**src/rtl/stall_rank_pkg.sv**
```systemverilog
// Shared definitions for the thread ranking unit.
// Assumes: nothing beyond a synchronous design style.
package stall_rank_pkg;

    // Sequencer phases: waiting, walking entries, reducing loads, ordering.
    typedef enum logic [1:0] {
        PH_IDLE = 2'd0,
        PH_SCAN = 2'd1,
        PH_SUM  = 2'd2,
        PH_RANK = 2'd3
    } rank_phase_e;

    // Width needed to index n items, never less than one bit.
    function automatic int unsigned idx_width(input int unsigned n);
        return (n > 1) ? $clog2(n) : 1;
    endfunction

endpackage

```
**src/rtl/stall_rank_ctrl.sv**
```systemverilog
// Sequencer of the ranking unit. A start pulse restarts it from any phase.
// It then steps through NUM_ENTRIES scan cycles, one reduce cycle and one
// order cycle, and sets the valid flag on the last of these.
// Assumes: start_i is a single-cycle pulse; NUM_ENTRIES >= 2.
module stall_rank_ctrl
    import stall_rank_pkg::*;
#(
    parameter int unsigned NUM_ENTRIES = 16,
    localparam int unsigned IDX_W = idx_width(NUM_ENTRIES)
) (
    input  logic             clk,
    input  logic             rst_n,
    input  logic             start_i,
    output logic             scan_en_o,
    output logic [IDX_W-1:0] scan_idx_o,
    output logic             sum_en_o,
    output logic             rank_en_o,
    output logic             valid_o
);

    localparam logic [IDX_W-1:0] LAST_IDX = IDX_W'(NUM_ENTRIES - 1);

    rank_phase_e      phase_q;
    logic [IDX_W-1:0] idx_q;
    logic             valid_q;

    // Phase, entry pointer and valid flag advance.
    always_ff @(posedge clk) begin
        if (!rst_n) begin
            phase_q <= PH_IDLE;
            idx_q   <= '0;
            valid_q <= 1'b0;
        end else if (start_i) begin
            phase_q <= PH_SCAN;
            idx_q   <= '0;
            valid_q <= 1'b0;
        end else begin
            case (phase_q)
                PH_SCAN: begin
                    idx_q <= idx_q + 1'b1;
                    if (idx_q == LAST_IDX) begin
                        phase_q <= PH_SUM;
                    end
                end
                PH_SUM:  phase_q <= PH_RANK;
                PH_RANK: begin
                    phase_q <= PH_IDLE;
                    valid_q <= 1'b1;
                end
                default: phase_q <= PH_IDLE;
            endcase
        end
    end

    // Strobes for the datapath; a fresh start overrides the late phases.
    always_comb begin
        scan_en_o  = (phase_q == PH_SCAN);
        scan_idx_o = idx_q;
        sum_en_o   = (phase_q == PH_SUM)  && !start_i;
        rank_en_o  = (phase_q == PH_RANK) && !start_i;
        valid_o    = valid_q;
    end

endmodule

```
**src/rtl/stall_rank_snap.sv**
```systemverilog
// Batch snapshot: copies the mark, thread and bank fields of every entry on
// the start pulse. It then presents the entry chosen by the scan pointer.
// Assumes: entry fields packed entry 0 in the lowest bits.
module stall_rank_snap
    import stall_rank_pkg::*;
#(
    parameter int unsigned NUM_ENTRIES = 16,
    parameter int unsigned TID_W       = 2,
    parameter int unsigned BID_W       = 2,
    localparam int unsigned IDX_W = idx_width(NUM_ENTRIES)
) (
    input  logic                         clk,
    input  logic                         rst_n,
    input  logic                         capture_i,
    input  logic [NUM_ENTRIES-1:0]       mark_i,
    input  logic [NUM_ENTRIES*TID_W-1:0] tid_i,
    input  logic [NUM_ENTRIES*BID_W-1:0] bank_i,
    input  logic [IDX_W-1:0]             idx_i,
    output logic                         cur_mark_o,
    output logic [TID_W-1:0]             cur_tid_o,
    output logic [BID_W-1:0]             cur_bank_o
);

    logic [NUM_ENTRIES-1:0]             mark_q;
    logic [NUM_ENTRIES-1:0][TID_W-1:0]  tid_q;
    logic [NUM_ENTRIES-1:0][BID_W-1:0]  bank_q;

    // Freeze the request picture for the batch being ranked.
    always_ff @(posedge clk) begin
        if (!rst_n) begin
            mark_q <= '0;
            tid_q  <= '0;
            bank_q <= '0;
        end else if (capture_i) begin
            mark_q <= mark_i;
            tid_q  <= tid_i;
            bank_q <= bank_i;
        end
    end

    // Select the entry currently being counted.
    always_comb begin
        cur_mark_o = mark_q[idx_i];
        cur_tid_o  = tid_q[idx_i];
        cur_bank_o = bank_q[idx_i];
    end

endmodule

```
**src/rtl/stall_rank_counter.sv**
```systemverilog
// Thread-by-bank load counters. Cleared on the start pulse, then bumped
// once for every marked entry the scan presents.
// Assumes: a count never exceeds NUM_ENTRIES, so CNT_W cannot wrap.
module stall_rank_counter #(
    parameter int unsigned NUM_THREADS = 4,
    parameter int unsigned NUM_BANKS   = 4,
    parameter int unsigned TID_W       = 2,
    parameter int unsigned BID_W       = 2,
    parameter int unsigned CNT_W       = 5
) (
    input  logic                                        clk,
    input  logic                                        rst_n,
    input  logic                                        clear_i,
    input  logic                                        scan_en_i,
    input  logic                                        mark_i,
    input  logic [TID_W-1:0]                            tid_i,
    input  logic [BID_W-1:0]                            bank_i,
    output logic [NUM_THREADS-1:0][NUM_BANKS-1:0][CNT_W-1:0] cnt_o
);

    logic bump;
    assign bump = scan_en_i && mark_i && !clear_i;

    for (genvar t = 0; t < NUM_THREADS; t++) begin : g_thr
        for (genvar b = 0; b < NUM_BANKS; b++) begin : g_bank
            logic hit;
            assign hit = bump && (tid_i == TID_W'(t)) && (bank_i == BID_W'(b));

            // One cell: count marked requests of thread t to bank b.
            always_ff @(posedge clk) begin
                if (!rst_n || clear_i) begin
                    cnt_o[t][b] <= '0;
                end else if (hit) begin
                    cnt_o[t][b] <= cnt_o[t][b] + 1'b1;
                end
            end
        end
    end

endmodule

```
**src/rtl/stall_rank_summary.sv**
```systemverilog
// Reduces each thread's bank counts to its heaviest single-bank load and
// its total load, registered on the reduce strobe.
// Assumes: totals bounded by NUM_ENTRIES, which fits in CNT_W.
module stall_rank_summary #(
    parameter int unsigned NUM_THREADS = 4,
    parameter int unsigned NUM_BANKS   = 4,
    parameter int unsigned CNT_W       = 5
) (
    input  logic                                        clk,
    input  logic                                        rst_n,
    input  logic                                        load_i,
    input  logic [NUM_THREADS-1:0][NUM_BANKS-1:0][CNT_W-1:0] cnt_i,
    output logic [NUM_THREADS-1:0][CNT_W-1:0]           peak_o,
    output logic [NUM_THREADS-1:0][CNT_W-1:0]           total_o
);

    logic [NUM_THREADS-1:0][CNT_W-1:0] peak_d;
    logic [NUM_THREADS-1:0][CNT_W-1:0] total_d;

    // Per-thread maximum over banks and sum over banks.
    always_comb begin
        for (int t = 0; t < NUM_THREADS; t++) begin
            peak_d[t]  = '0;
            total_d[t] = '0;
            for (int b = 0; b < NUM_BANKS; b++) begin
                if (cnt_i[t][b] > peak_d[t]) begin
                    peak_d[t] = cnt_i[t][b];
                end
                total_d[t] = total_d[t] + cnt_i[t][b];
            end
        end
    end

    // Hold the reduced loads for the ordering stage.
    always_ff @(posedge clk) begin
        if (!rst_n) begin
            peak_o  <= '0;
            total_o <= '0;
        end else if (load_i) begin
            peak_o  <= peak_d;
            total_o <= total_d;
        end
    end

endmodule

```
**src/rtl/stall_rank_order.sv**
```systemverilog
// Orders threads by the key {no-load flag, peak, total, thread number}.
// A smaller key is more favoured. Each thread's rank is the number of
// threads whose key is smaller. Keys are unique because the thread number
// is part of them, so the ranks form a permutation.
// Assumes: NUM_THREADS fits in TID_W bits of rank.
module stall_rank_order #(
    parameter int unsigned NUM_THREADS = 4,
    parameter int unsigned TID_W       = 2,
    parameter int unsigned CNT_W       = 5,
    localparam int unsigned KEY_W = 1 + 2*CNT_W + TID_W
) (
    input  logic                              clk,
    input  logic                              rst_n,
    input  logic                              load_i,
    input  logic [NUM_THREADS-1:0][CNT_W-1:0] peak_i,
    input  logic [NUM_THREADS-1:0][CNT_W-1:0] total_i,
    output logic [NUM_THREADS-1:0][TID_W-1:0] rank_o
);

    logic [NUM_THREADS-1:0][KEY_W-1:0] key;
    logic [NUM_THREADS-1:0][TID_W-1:0] rank_d;

    // Build one comparison key per thread.
    for (genvar t = 0; t < NUM_THREADS; t++) begin : g_key
        assign key[t] = {(total_i[t] == '0), peak_i[t], total_i[t], TID_W'(t)};
    end

    // Count, for each thread, the threads that beat it.
    always_comb begin
        for (int t = 0; t < NUM_THREADS; t++) begin
            rank_d[t] = '0;
            for (int u = 0; u < NUM_THREADS; u++) begin
                rank_d[t] = rank_d[t] + TID_W'(key[u] < key[t]);
            end
        end
    end

    // Publish ranks; reset leaves identity order.
    always_ff @(posedge clk) begin
        if (!rst_n) begin
            for (int t = 0; t < NUM_THREADS; t++) begin
                rank_o[t] <= TID_W'(t);
            end
        end else if (load_i) begin
            rank_o <= rank_d;
        end
    end

endmodule

```
**src/rtl/stall_rank_top.sv**
```systemverilog
// Shortest-stall-first thread ranking unit. On a batch-start pulse it
// snapshots the request buffer fields and scans one entry per cycle into
// thread-by-bank counters. It then reduces the counters to per-thread loads
// and registers one rank per thread. The ranking is valid NUM_ENTRIES+2
// edges after the pulse and holds until the next pulse.
// Assumes: NUM_THREADS and NUM_BANKS >= 2; start is a one-cycle pulse.
module stall_rank_top
    import stall_rank_pkg::*;
#(
    parameter int unsigned NUM_THREADS = 4,
    parameter int unsigned NUM_BANKS   = 4,
    parameter int unsigned NUM_ENTRIES = 16,
    localparam int unsigned TID_W = idx_width(NUM_THREADS),
    localparam int unsigned BID_W = idx_width(NUM_BANKS)
) (
    input  logic                         clk,
    input  logic                         rst_n,
    input  logic                         batch_start_i,
    input  logic [NUM_ENTRIES-1:0]       mark_i,
    input  logic [NUM_ENTRIES*TID_W-1:0] entry_tid_i,
    input  logic [NUM_ENTRIES*BID_W-1:0] entry_bank_i,
    output logic [NUM_THREADS*TID_W-1:0] rank_o,
    output logic                         rank_valid_o
);

    localparam int unsigned IDX_W = idx_width(NUM_ENTRIES);
    localparam int unsigned CNT_W = $clog2(NUM_ENTRIES + 1);

    logic                                              scan_en;
    logic [IDX_W-1:0]                                  scan_idx;
    logic                                              sum_en;
    logic                                              rank_en;
    logic                                              cur_mark;
    logic [TID_W-1:0]                                  cur_tid;
    logic [BID_W-1:0]                                  cur_bank;
    logic [NUM_THREADS-1:0][NUM_BANKS-1:0][CNT_W-1:0]  cnt;
    logic [NUM_THREADS-1:0][CNT_W-1:0]                 peak;
    logic [NUM_THREADS-1:0][CNT_W-1:0]                 total;
    logic [NUM_THREADS-1:0][TID_W-1:0]                 rank_q;

    stall_rank_ctrl #(.NUM_ENTRIES(NUM_ENTRIES)) ctrl_i (
        .clk        (clk),
        .rst_n      (rst_n),
        .start_i    (batch_start_i),
        .scan_en_o  (scan_en),
        .scan_idx_o (scan_idx),
        .sum_en_o   (sum_en),
        .rank_en_o  (rank_en),
        .valid_o    (rank_valid_o)
    );

    stall_rank_snap #(
        .NUM_ENTRIES(NUM_ENTRIES), .TID_W(TID_W), .BID_W(BID_W)
    ) snap_i (
        .clk        (clk),
        .rst_n      (rst_n),
        .capture_i  (batch_start_i),
        .mark_i     (mark_i),
        .tid_i      (entry_tid_i),
        .bank_i     (entry_bank_i),
        .idx_i      (scan_idx),
        .cur_mark_o (cur_mark),
        .cur_tid_o  (cur_tid),
        .cur_bank_o (cur_bank)
    );

    stall_rank_counter #(
        .NUM_THREADS(NUM_THREADS), .NUM_BANKS(NUM_BANKS),
        .TID_W(TID_W), .BID_W(BID_W), .CNT_W(CNT_W)
    ) counter_i (
        .clk       (clk),
        .rst_n     (rst_n),
        .clear_i   (batch_start_i),
        .scan_en_i (scan_en),
        .mark_i    (cur_mark),
        .tid_i     (cur_tid),
        .bank_i    (cur_bank),
        .cnt_o     (cnt)
    );

    stall_rank_summary #(
        .NUM_THREADS(NUM_THREADS), .NUM_BANKS(NUM_BANKS), .CNT_W(CNT_W)
    ) summary_i (
        .clk     (clk),
        .rst_n   (rst_n),
        .load_i  (sum_en),
        .cnt_i   (cnt),
        .peak_o  (peak),
        .total_o (total)
    );

    stall_rank_order #(
        .NUM_THREADS(NUM_THREADS), .TID_W(TID_W), .CNT_W(CNT_W)
    ) order_i (
        .clk     (clk),
        .rst_n   (rst_n),
        .load_i  (rank_en),
        .peak_i  (peak),
        .total_i (total),
        .rank_o  (rank_q)
    );

    assign rank_o = rank_q;

endmodule

```
**config.mk**
```make
export PLATFORM = sky130hd
export DESIGN_NAME = stall_rank_top
export DESIGN_NICKNAME = d
export VERILOG_FILES = /design/src/rtl/stall_rank_pkg.sv /design/src/rtl/stall_rank_ctrl.sv /design/src/rtl/stall_rank_snap.sv /design/src/rtl/stall_rank_counter.sv /design/src/rtl/stall_rank_summary.sv /design/src/rtl/stall_rank_order.sv /design/src/rtl/stall_rank_top.sv
export SDC_FILE = /design/constraint.sdc
export NUM_CORES = 1
export LEC_CHECK = 0
export ABC_CLOCK_PERIOD_IN_PS = 7580
export BUFFER_PORTS_ARGS = -buffer_cell sky130_fd_sc_hd__buf_2
export CORE_MARGIN = 4
export CORE_UTILIZATION = 57
export CTS_BUF_LIST = sky130_fd_sc_hd__clkbuf_16
export CTS_CLUSTER_SIZE = 25
export DETAILED_ROUTE_END_ITERATION = 8
export HOLD_SLACK_MARGIN = 0.02
export PLACE_DENSITY = 0.73
export SKIP_LAST_GASP = 1
export SYNTH_ARGS = -nofsm -noshare
export SYNTH_HDL_FRONTEND = slang
export SYNTH_SLANG_ARGS = --single-unit
```
**constraint.sdc**
```tcl
create_clock -name clk -period 7.58 [get_ports clk]
set_clock_uncertainty 0.2 [all_clocks]
set_input_delay 0.379 -clock clk [delete_from_list [all_inputs] [get_ports clk]]
set_output_delay 0.379 -clock clk [all_outputs]
set_load 0.1 [all_outputs]
```
### After elaboration in Yosys (flattened, before gate mapping)

Index checks and enable logic that the tools add are counted.

| storage, ports and cells | value |
|---|---|
| bits in registers | 215 |
| logic and storage cells | 211 |

| operators by class | value |
|---|---|
| add/subtract/negate cells | 41 |
| magnitude comparators | 33 |
| eq/ne operators | 12 |
| multiplexer cells | 25 |
| bitwise gates (word level) | 1 |
| reduce and logical (&&, ||, !) cells | 34 |

Operators with widths:

| operator | number |
|---|---|
| less-than comparator 13 bit | 16 |
| adder 5 x 1 -> 5 bit, second input constant | 16 |
| 2-to-1 mux 5 bit | 16 |
| adder 5 bit | 12 |
| > comparator 5 bit | 12 |
| logical AND 1 bit | 24 |
| > comparator 5 x 1 -> 1 bit, second input constant | 4 |
| logical NOT 5 bit | 4 |
| adder 2 x 1 -> 2 bit | 8 |
| binary-select mux 2 bit (select 4 bit) | 2 |
| == test 2 bit, second input constant | 6 |
| adder 1 x 1 -> 2 bit | 4 |
| == test 2 x 1 -> 1 bit, second input constant | 3 |
| 2-to-1 mux 2 bit | 3 |
| less-than comparator 4 x 5 -> 1 bit, second input constant | 1 |
| adder 4 x 1 -> 4 bit, second input constant | 1 |
| binary-select mux 1 bit (select 4 bit) | 1 |
| == test 4 bit, second input constant | 1 |
| logical NOT 2 bit | 2 |
| case mux 2 bit (2 select lines) | 1 |
| != test 3 bit, second input constant | 1 |
| logical NOT 1 bit | 2 |
| 2-to-1 mux 1 bit | 2 |
| != test 2 bit, second input constant | 1 |
| other kinds (3) | 3 |

### Logic depth before layout (Yosys ltp)

Gate-level depths: netlist (run 1).

| depth | value |
|---|---|
| depth in word-level cells | 8 |
| depth in mapped cells | 27 |
| depth with buffers taken out | 27 |

### Cells and area by module

Synthesis (run 1) repeated with hierarchy kept, for this count alone.

| unflattened totals | value |
|---|---|
| cells, all modules | 1532 |
| area total of the unflattened synthesis | 14378.8 µm² |

By module, submodules not included:

| module | times used | cells an instance | area each (µm²) | sequential area each (µm²) |
|---|---|---|---|---|
| stall_rank_summary | 1 | 508 | 4730.8 | 800.8 |
| stall_rank_counter | 1 | 459 | 3927.5 | 1601.5 |
| stall_rank_snap | 1 | 304 | 3575.9 | 1601.5 |
| stall_rank_order | 1 | 224 | 1790.5 | 160.2 |
| stall_rank_ctrl | 1 | 37 | 354.1 | 140.1 |

### Worst setup path before layout (run 1)

OpenSTA, ideal clock, no wires.

| timing | value |
|---|---|
| kind | register to register |
| start point | reg counter_i.cnt_o[0] in the netlist's numbering |
| end point | reg summary_i.peak_o[4] in the netlist's numbering |
| library setup time | 0.070 ns |
| data arrival time | 5.148 ns |
| data required time | 7.310 ns |
| setup slack | 2.163 ns |
| stages on the path, launching flop included | 26 |
| path buffers | 0 |
| clock period less this slack | 5.417 ns |
| path through | dfxtp_1 inv_1 ha_1 nand4_1 nand2_1 ha_1 a21o_1 a21o_1 a211oi_1 o21bai_1 mux2_2 ha_1 nor2b_1 o21ai_0 nand2b_1 a221oi_1 a41o_1 mux2_2 ha_1 nor2b_1 o21a_1 o21ai_0 nand2_1 o211ai_1 mux2_2 a21oi_1 |

| between the ends | value |
|---|---|
| cells in the longest elaborated chain, start to end | 8 |

RTL lines:

| element | RTL line | text |
|---|---|---|
| from (decl) | stall_rank_counter.sv:18 | `output logic [NUM_THREADS-1:0][NUM_BANKS-1:0][CNT_W-1:0] cnt_o` |
| from (signal, indexed assignment) | stall_rank_counter.sv:34 | `cnt_o[t][b] <= cnt_o[t][b] + 1'b1;` |
| > comparator 5 x 1 -> 1 bit | stall_rank_summary.sv:26 | `if (cnt_i[t][b] > peak_d[t]) begin` |
| 2-to-1 mux 5 bit (*) | stall_rank_summary.sv:26 |  |
| > comparator 5 bit | stall_rank_summary.sv:26 |  |
| 2-to-1 mux 5 bit (*) | stall_rank_summary.sv:26 |  |
| > comparator 5 bit | stall_rank_summary.sv:26 |  |
| 2-to-1 mux 5 bit (*) | stall_rank_summary.sv:26 |  |
| > comparator 5 bit | stall_rank_summary.sv:26 |  |
| 2-to-1 mux 5 bit (*) | stall_rank_summary.sv:26 |  |
| to (signal assigned) | stall_rank_summary.sv:40 | `peak_o <= peak_d;` |
| to (decl) | stall_rank_summary.sv:13 | `output logic [NUM_THREADS-1:0][CNT_W-1:0] peak_o,` |

Mark *: on every way between the ends. The rest lies on a longest branch, timed or not.
A chain may end at the register's enable or synchronous reset.

### Final worst setup path (run 1)

Same ends and word-level chain as after synthesis.

==> flow_summary.toml, run 1 <==
[outcome]
status = "complete, no violations"

[sta]
worst_slew_pin_slew_ps = 1040
post-route-worst-setup-slack_ps = 1660
finalCriticalPeriod_ps = 5920
finalSetupViolCount = 0
hold_viol = 0
fin_tns_setup_ps = 0
period_share_pct = 78.2
slew_viol_final = 0
rsz0062_at_grt = "no"
fmax_mhz = 169
relSlewSlack_pct = 30.8

[synth]
async_flop_share_pct = 0
netlist_top_cells_area = "dfxtp_1 31%, ha_1 15%, mux2i_1 8.2%"
syn_area_per_cell_um2 = 9.22
ys_seq_elements = 215
synth_top_area_share_pct = 31.1
synth_cells = 1502
yosysTopAreaCell = "dfxtp_1"
syn_nets = 1782
synth_area_mm2 = 0.0139
ys_types = 63
synthFlopType = "dfxtp_1"
ys_warn_count = 0
synth_edf_count = 0
seq_area_frac_synth_pct = 31.1

[placed_design]
post-dp-hpwl_um = 23500
dpl_worst_slack_ps = 1690
io_buffer_count = 91
gp_congestion = 0.913

[routing]
via_per_inst = 5.65
vias = 11300
antenna_left = 0
dr_wl_met3_um = 1820
finalWirelength_um = 34100
drtIter0Drc = 684
wl_met2_um = 16100
wl_met1_um = 15200
top_layer_used = "met4"
drtPass1Iterations = 5
avgRoutedWirePerCell_um = 17.1
drc = 0

[die]
io_pins = 92
placementRows = 56
die_y_um = 164
start_util_pct = 58.5
dieWidth_um = 164
design.die.area_mm2 = 0.0269
coreArea_mm2 = 0.0237

[finish]
fin_nets = 1934
multi_input_area_mm2 = 0.00889
drive_gt1_share_pct = 11.4
area_growth_pct = 16.7
seq_area_mm2 = 0.00430
fill_cells = 1886

[power]
peakVddDrop_mv = 0.190
power_leakage_nw = 6.89
p_per_area_mw_per_mm2 = 166

[cts]
clk_latency_ps = 530
ctsHoldBuffers = 80
postCtsSetupRepairBufs = 0
clk_pin_slew_ps = 60
cts_tree = "built"
cts_buffers = 25
cts_max_level = 1
clk_path_buf_depth = 3
cts-root-buf = "clkbuf_16"
ctsResizeCount = 0
clock_sinks = 215

[flow_run]
drv_cap = 0

[global_route]
grt_pass1_wl_um = 56900
grt_antenna_before_repair = 1
grt_start_max_net_pins = 80
overflow = 0
grt_pass1_vias = 11600
grt_usage_pct = 25.7

[critical_path]
critPathSlowestCell = "dfxtp_1"
startpoint_type = "flip-flop"
slowest_delay_ps = 450
crit_required_ps = 7840
critPathKind = "flip-flop to flip-flop"
arrival_ps = 6180
cp_max_fo = 6
cp_common_cell = "ha_1"
end_kind = "flip-flop"

[hold_path]
hp-class = "primary input to flip-flop"
cells in the mapped netlist (8+ instances only):
cell type  number
nand2b_1       15
o211ai_1       14
clkbuf_1       34
or3_1          22
nor2_1        175
mux4_2         13
nor2b_1        14
nand3_1        67
o21ai_0        55
o31ai_1        16
a221oi_1        8
nand2_1        96
mux2_2         26
xnor2_1        60
inv_1         108
buf_1          11
fa_1           36
ha_1          161
a21oi_1        63
mux2i_1       113
a21o_1         24
o21a_1         17
dfxtp_1       215
a211oi_1       27
nor3_1         12
critical path, delay by kind of cell, from the launching register on:
kind	cells	cell delay, ps
AO/OA/AOI/OAI	11	2300
multiplexers	3	1170
adder cells (fa/ha/maj)	4	980
AND/OR/NAND/NOR	6	620
flip-flops	1	450
buffers and inverters	1	130
layer usage:
layer	GRT usage [%]	vias up
met1	33.5	5321
met3	3.71	74
met5	0	-
met4	7.97	0
li1	-	5584
met2	44.3	291
layout by cell type, fill, tap and decap left out, drive strengths merged, types with 4 or more instances in the layout:
master and n:
clkbuf 25, xnor2 60, clkinv 14, dfxtp 215, or3 22, a21oi 63
nand4 6, a221oi 8, buf 102, o21ai 56, nor2b 14, o21a 17
nor2 175, xor2 7, o31ai 17, mux4 19, and2 8, inv 115
nor3 12, o211a 4, nand2 100, a21o 24, mux2 26, ha 161
and3 7, nand2b 15, nand3 67, o211ai 14, a211oi 28, fa 36
mux2i 113, dlygate4sd3 80
stage by stage:
step	util [%]	power (mW)	instances	hold slack, ps	instance area [um^2]
2_1_floorplan	-	1.39	1502	232	13900
4_1_cts	68.2	2.69	1992	50.3	16200
3_3_place_gp	61.5	1.46	1866	246	14600
6_report	68.2	2.68	1993	83.5	16200
3_5_place_dp	61.5	1.47	1866	246	14600
5_1_grt	68.2	2.78	1993	71.0	16200
power by group:
part	switching [mW]	leakage (nW)	internal, mW
Clock	0.495	0.414	0.703
Combinational	0.159	4.73	0.140
Sequential	0.0204	1.75	1.16
Total	0.674	6.89	2.01
state kept, by name, indices dropped and copies added, names as in the netlist:
name and cells:
summary_i.peak_o 20, snap_i.tid_q 32, counter_i.cnt_o 80, summary_i.total_o 20, ctrl_i.scan_idx_o 4, ctrl_i.valid_o 1, snap_i.mark_q 16, ctrl_i.phase_q 2
snap_i.bank_q 32, order_i.rank_o 8
cell families (layout without fill, tap and decap cells):
| kind of cell | Yosys count | after routing | synth area share [%] |
|---|---|---|---|
| fa+ha+maj | 197 | 197 | 19.7 |
| other cells | 0 | 1 | 0 |
| simple gates | 446 | 446 | 14.7 |
| xor+xnor | 67 | 67 | 4.24 |
| flops | 215 | 215 | 31.1 |
| compound gates | 251 | 251 | 11.9 |
| buf+inv | 168 | 339 | 4.87 |
| mux | 158 | 158 | 13.5 |
cell type report:
type / instances / share of cell area, %
Timing Repair Buffer: 182 / 8.30
Multi-Input combinational cell: 1119 / 55.0
Inverter: 111 / 2.59
Sequential cell: 215 / 26.6
Clock buffer: 25 / 3.87
Clock inverter: 21 / 1.11
Antenna cell: 1 / 0.0155
Tap cell: 319 / 2.47
worst paths after layout:
check / from / endpoint / depth (start not counted) / slack, ps
worst max-delay path: counter_i.cnt_o[0]$_SDFFE_PP0P_ / summary_i.peak_o[4]$_SDFFE_PN0P_ / 25 / 1660
worst min-delay path: rst_n / order_i.rank_o[2]$_SDFFE_PN1P_ / 2 / 80
worst max register to register: counter_i.cnt_o[0]$_SDFFE_PP0P_ / summary_i.peak_o[4]$_SDFFE_PN0P_ / 25 / 1660
worst min register to register: summary_i.total_o[13]$_SDFFE_PN0P_ / summary_i.total_o[13]$_SDFFE_PN0P_ / 2 / 260
Note: power is estimated with default switching activity, not from simulation.
==> inputs of run 2 (changes only) <==
--- a/config.mk
+++ b/config.mk
@@ -5,15 +5,15 @@
 export SDC_FILE = /design/constraint.sdc
 export NUM_CORES = 1
 export LEC_CHECK = 0
-export ABC_CLOCK_PERIOD_IN_PS = 7580
+export ABC_CLOCK_PERIOD_IN_PS = 5300
 export BUFFER_PORTS_ARGS = -buffer_cell sky130_fd_sc_hd__buf_2
 export CORE_MARGIN = 4
-export CORE_UTILIZATION = 57
+export CORE_UTILIZATION = 56
 export CTS_BUF_LIST = sky130_fd_sc_hd__clkbuf_16
 export CTS_CLUSTER_SIZE = 25
 export DETAILED_ROUTE_END_ITERATION = 8
 export HOLD_SLACK_MARGIN = 0.02
-export PLACE_DENSITY = 0.73
+export PLACE_DENSITY = 0.75
 export SKIP_LAST_GASP = 1
 export SYNTH_ARGS = -nofsm -noshare
 export SYNTH_HDL_FRONTEND = slang
==> constraint.sdc (replaced) <==
create_clock -name clk -period 5.3 [get_ports clk]
set_clock_uncertainty 0.2 [all_clocks]
set_input_delay 0.265 -clock clk [delete_from_list [all_inputs] [get_ports clk]]
set_output_delay 0.265 -clock clk [all_outputs]
set_load 0.1 [all_outputs]
==> run 2 against run 1 <==
Net effect:
- power grew 39%
- clock-buffer cell count is the same
- highest routed layer unchanged
- combinational power grew 45%
- first-iteration DRC count shrank 3.2%
- global-route usage shrank 0.29 points
- sequential cell count is the same
- largest cell class unchanged
==> flow_summary.toml, run 2 (synthesis results as in run 1) <==
[outcome]
status = "complete, no violations"

[die]
placementRows = 57
io_pins = 92
coreArea_mm2 = 0.0243
die_y_um = 165
start_util_pct = 57.0
design.die.area_mm2 = 0.0273
dieWidth_um = 165

[finish]
regMostFlops = "counter_i.cnt_o"
final_cell_mix = "209 x dfxtp_1, 173 x nor2_1, 155 x ha_1, 110 x inv_1, 110 x mux2i_1"
stdcell_area_mm2 = 0.0168
area_growth_pct = 20.9
final_common_cell = "dfxtp_1"
fill_cells = 1789
drive_gt1_share_pct = 16.2
antennaDiodeCount = 0
fin_nets = 1978
largest_reg_flops = 80
final_cell_count_no_fill = 2039
reg_top3 = "counter_i.cnt_o: 80 flops, snap_i.bank_q: 32 flops, snap_i.tid_q: 32 flops"

[placed_design]
post-dp-hpwl_um = 23900
place_inst = 1897
io_buffer_count = 91
place_area_mm2 = 0.0148
gp_congestion = 0.915

[sta]
finalSetupViolCount = 0
fin_tns_setup_ps = 0
hold_viol = 0
slew_viol_final = 0
whs_ps = 71.7
relSlewSlack_pct = 20.9
period_share_pct = 99.2
finalCriticalPeriod_ps = 5260
fmax_mhz = 190
rsz0062_at_grt = "yes"
worst_slew_pin_slew_ps = 1180

[critical_path]
end_kind = "flip-flop"
crit_required_ps = 5480
startpoint_type = "flip-flop"
cp_max_fo = 4
arrival_ps = 5440
reg2reg_slack_ps = 40
critPathKind = "flip-flop to flip-flop"

[cts]
clk_pin_slew_ps = 60
cts-root-buf = "clkbuf_16"
clock_sinks = 215
cts_buffers = 24
clk_path_buf_depth = 3
clk_latency_ps = 530
cts_tree = "built"
cts_max_level = 1

[global_route]
grt_antenna_before_repair = 0
grt_pass1_wl_um = 57400
overflow = 0
grt_start_max_net_pins = 82
grt_usage_pct = 25.4
grt_pass1_vias = 11900

[routing]
via_per_inst = 5.75
antenna_left = 0
avgRoutedWirePerCell_um = 17.4
vias = 11700
drc = 0
drtPass1Iterations = 5
finalWirelength_um = 35400
drtIter0Drc = 662

[power]
p_per_area_mw_per_mm2 = 223
comb_power_share_pct = 11.6
pwr-share-clk_pct = 43.1
power_leakage_nw = 7.19
internal_power_mw = 2.81
sw_frac_of_total_pct = 24.9
peakVddDrop_mv = 0.224
p_seq_share_pct = 45.3
p_sw_uw = 929
finalPower_mw = 3.73

[flow_run]
drv_cap = 0

[hold_path]
hp-class = "primary input to flip-flop"
-- run 2: cell types whose count changed in the layout (fill, tap and decap cells not counted), sizes merged --
cell,delta
diode,-1
clkinv,-2
dlygate4sd3,+1
buf,+44
bufinv,-1
-- run 2: critical path: stages (launching register included) --
cell      delay, ps
dfxtp_2         330
inv_2            50
ha_4            140
nor4b_4         130
nor2_1          150
inv_1            60
ha_2            160
a21o_1          170
a21o_1          180
a211oi_2        260
o21bai_4        200
mux2i_2         260
ha_1            270
nor2b_1         130
o21ai_1         140
nand2b_1         90
a221oi_2        290
a41o_1          210
buf_6           140
mux2_2          370
ha_4            280
o21a_1          110
o21ai_1          60
nand2_1          60
o211ai_1        150
buf_4           200
o31ai_2         220
a211oi_1         90
-- run 2: repair_timing --
action | 4_1_cts | 5_1_grt
hold buffers | 81 | 0
endpoints found under the hold margin | 90 | 0
endpoints found under the setup margin | 20 | 20
pin swaps | 2 | 31
setup buffers | 2 | 16
resized for setup | 10 | 58
-- run 2: power by group through the flow --
| stage | clock (mW) | sequential (mW) | combinational [mW] |
|---|---|---|---|
| floorplan | 0 | 1.72 | 0.262 |
| global placement | 0 | 1.72 | 0.362 |
| detailed placement | 0 | 1.72 | 0.372 |
| CTS | 1.63 | 1.69 | 0.420 |
| global route | 1.70 | 1.70 | 0.480 |
| finish | 1.61 | 1.69 | 0.433 |
-- run 2: final cells by class --
cell class / instances / area (um^2) / area share, %
Sequential cell: 215 / 4310 / 25.7
Timing Repair Buffer: 227 / 1690 / 10.1
Clock buffer: 25 / 626 / 3.73
Inverter: 111 / 418 / 2.49
Clock inverter: 18 / 125 / 0.747
Tap cell: 324 / 405 / 2.42
Multi-Input combinational cell: 1119 / 9180 / 54.8
-- run 2: final timing paths --
path | startpoint | endpoint | cells past startpoint
setup / recovery | counter_i.cnt_o[61]$_SDFFE_PP0P_ | summary_i.peak_o[15]$_SDFFE_PN0P_ | 27
hold / removal | batch_start_i | snap_i.mark_q[0]$_SDFFE_PN0P_ | 3
setup reg to reg | counter_i.cnt_o[61]$_SDFFE_PP0P_ | summary_i.peak_o[15]$_SDFFE_PN0P_ | 27
hold reg to reg | summary_i.total_o[13]$_SDFFE_PN0P_ | summary_i.total_o[13]$_SDFFE_PN0P_ | 2
-- run 2: through the flow --
step                utilization (%)  setup slack [ps]
detailed placement             60.8              -283
floorplan                         -              6.87
CTS                            67.5              25.1
global route                   68.9              -255
finish                         68.9              41.1
global placement               60.8             -61.8
-- run 2: routing by layer --
layer	vias to the layer above	track usage (%)	part of all wire (%)
li1	5669	-	-
met1	5630	32.9	43
met2	342	43.8	48
met3	87	3.75	5.5
met4	0	8.06	3.0
met5	-	0	0
==> inputs of run 3 (changes only) <==
--- a/config.mk
+++ b/config.mk
@@ -5,7 +5,6 @@
 export SDC_FILE = /design/constraint.sdc
 export NUM_CORES = 1
 export LEC_CHECK = 0
-export ABC_CLOCK_PERIOD_IN_PS = 5300
 export BUFFER_PORTS_ARGS = -buffer_cell sky130_fd_sc_hd__buf_2
 export CORE_MARGIN = 4
 export CORE_UTILIZATION = 56
@@ -13,7 +12,7 @@
 export CTS_CLUSTER_SIZE = 25
 export DETAILED_ROUTE_END_ITERATION = 8
 export HOLD_SLACK_MARGIN = 0.02
-export PLACE_DENSITY = 0.75
+export PLACE_DENSITY = 0.74
 export SKIP_LAST_GASP = 1
 export SYNTH_ARGS = -nofsm -noshare
 export SYNTH_HDL_FRONTEND = slang
==> run 3 against run 2 <==
Net effect:
- via count decreased by 1.9%
- global-route usage down 0.55 points
- first-iteration DRC count down 12%
- clock power shrank 6%
- sequential cell count is the same
- worst hold slack got worse by 28 ps
- cell area fell by 0.31%
- non-clock buffer count shrank 2
- combinational power decreased by 1%
- power shrank 2.8%
- sequential power is essentially flat
- cell count hardly changed
- largest cell class unchanged
- largest power group unchanged
- highest routed layer unchanged
==> flow_summary.toml, run 3 (synthesis results as in run 1) <==
[sta]
whs_ps = 43.7
slew_viol_final = 0
worst_slew_pin_slew_ps = 1070
fmax_mhz = 193
period_share_pct = 97.7
fin_tns_setup_ps = 0
relSlewSlack_pct = 28.7
finalSetupViolCount = 0
hold_viol = 0
finalCriticalPeriod_ps = 5180
rsz0062_at_grt = "yes"

[finish]
antennaDiodeCount = 0
reg_top3 = "counter_i.cnt_o: 80 flops, snap_i.bank_q: 32 flops, snap_i.tid_q: 32 flops"
final_common_cell = "dfxtp_1"
area_growth_pct = 20.5
post-route-util_pct = 68.7
fin_nets = 1976
largest_reg_flops = 80
regMostFlops = "counter_i.cnt_o"
fill_cells = 1840
final_cell_mix = "209 x dfxtp_1, 172 x nor2_1, 154 x ha_1, 112 x inv_1, 108 x mux2i_1"
final_cell_count_no_fill = 2037
drive_gt1_share_pct = 16.1

[die]
coreArea_mm2 = 0.0243
design.die.area_mm2 = 0.0273
start_util_pct = 57.0
io_pins = 92
die_y_um = 165
dieWidth_um = 165
placementRows = 57

[cts]
clk_pin_slew_ps = 60
clock_sinks = 215
cts-root-buf = "clkbuf_16"
cts_buffers = 24
clk_path_buf_depth = 3
clk_latency_ps = 520
cts_tree = "built"
cts_max_level = 1

[power]
power_leakage_nw = 7.16
peakVddDrop_mv = 0.333
p_seq_share_pct = 46.7
comb_power_share_pct = 11.8
sw_frac_of_total_pct = 25.3
finalPower_mw = 3.63
internal_power_mw = 2.71
p_sw_uw = 919
pwr-share-clk_pct = 41.5
p_per_area_mw_per_mm2 = 217

[critical_path]
reg2reg_slack_ps = 120
startpoint_type = "flip-flop"
r2r_start = "counter_i.cnt_o[0]$_SDFFE_PP0P_"
startpoint = "counter_i.cnt_o[0]$_SDFFE_PP0P_"
r2r-end = "summary_i.peak_o[2]$_SDFFE_PN0P_"
critPathKind = "flip-flop to flip-flop"
end_kind = "flip-flop"
crit_required_ps = 5470
reg2reg_depth = 26
cp-endpoint = "summary_i.peak_o[2]$_SDFFE_PN0P_"
arrival_ps = 5350
cp_max_fo = 5

[global_route]
grt_usage_pct = 24.9
grt_pass1_wl_um = 56000
overflow = 0
grt_start_max_net_pins = 75
grt_antenna_before_repair = 0
grt_pass1_vias = 11500

[placed_design]
gp_congestion = 0.901
post-dp-hpwl_um = 23600
io_buffer_count = 91
place_inst = 1896

[routing]
drtPass1Iterations = 5
drc = 0
finalWirelength_um = 34400
drtIter0Drc = 583
vias = 11500
antenna_left = 0
via_per_inst = 5.65
avgRoutedWirePerCell_um = 16.9

[flow_run]
drv_cap = 0

[hold_path]
hp-class = "primary input to flip-flop"

[outcome]
status = "complete, no violations"
## run 3: cell types whose count changed in the layout (fill, tap and decap cells not counted), sizes merged
cell,previous run,this run
buf,146,143
bufinv,2,0
clkinv,12,11
clkinvlp,0,1
dlygate4sd3,81,82
inv,115,117
## run 3: cell type report
cell class | count | area, um^2 | share of cell area (%)
clock buffer | 25 | 626 | 3.75
clock inverter | 18 | 80.1 | 0.479
inverter | 111 | 418 | 2.50
multi-input combinational | 1119 | 9190 | 55.0
sequential | 215 | 4310 | 25.8
tap | 324 | 405 | 2.43
timing repair buffer | 225 | 1680 | 10.0
## run 3: stage by stage
stage / area [um^2] / worst slack, ps
2_1_floorplan: 13900 / 6.87
3_3_place_gp: 14800 / 22.2
3_5_place_dp: 14800 / -119
4_1_cts: 16400 / 4.74
5_1_grt: 16700 / -108
6_report: 16700 / 123
## run 3: worst min path at each step
| stage | startpoint | endpoint | slack [ps] | cells past startpoint |
|---|---|---|---|---|
| global placement | summary_i.total_o[13]$_SDFFE_PN0P_ | summary_i.total_o[13]$_SDFFE_PN0P_ | 240 | 2 |
| floorplan | entry_bank_i[18] | snap_i.bank_q[18]$_SDFFE_PN0P_ | 210 | 2 |
| global route | batch_start_i | snap_i.mark_q[1]$_SDFFE_PN0P_ | 60 | 3 |
| finish | batch_start_i | snap_i.mark_q[0]$_SDFFE_PN0P_ | 40 | 3 |
| CTS | batch_start_i | snap_i.mark_q[9]$_SDFFE_PN0P_ | 20 | 3 |
| detailed placement | summary_i.total_o[13]$_SDFFE_PN0P_ | summary_i.total_o[13]$_SDFFE_PN0P_ | 250 | 2 |
## run 3: metal layers
metal  GRT usage, %  share of wire [%]  wire (um)  vias up
met3           3.85                5.2       1780       74
met4           7.80                2.9        994        0
met1           31.9                 44      15000     5479
met5              0                  0          0        -
met2           43.2                 48      16600      276
li1               -                  -          -     5671
## run 3: critical path, stage by stage, from the launching register on
cell      delay (ps)
dfxtp_2          330
inv_2             50
ha_1             190
nand4_1          120
nand2_1           90
ha_1             180
a21o_1           150
a21o_1           180
a211oi_2         240
o21bai_4         180
mux2_4           340
ha_4             220
nor2b_1          150
o21ai_1          190
nand2b_1         110
a221oi_2         300
a41o_1           200
mux2_4           330
ha_1             280
nor2b_1          140
o21a_1           170
o21ai_1          110
nand2_1           60
o211ai_1         130
buf_4            180
and2_4           170
a211oi_1          70
## run 3: power groups by stage
stage	combinational, mW	sequential, mW	clock (mW)
3_5_place_dp	0.369	1.73	0
5_1_grt	0.475	1.70	1.60
2_1_floorplan	0.262	1.72	0
3_3_place_gp	0.359	1.73	0
4_1_cts	0.417	1.69	1.53
6_report	0.428	1.69	1.51
## run 3: timing repair
action                     4_1_cts  5_1_grt
hold buffers                    82        0
hold endpoints to repair        91        0
gates resized for setup          8       58
setup endpoints to repair       16       20
buffers inserted                 3       13
pin swaps                        1       32
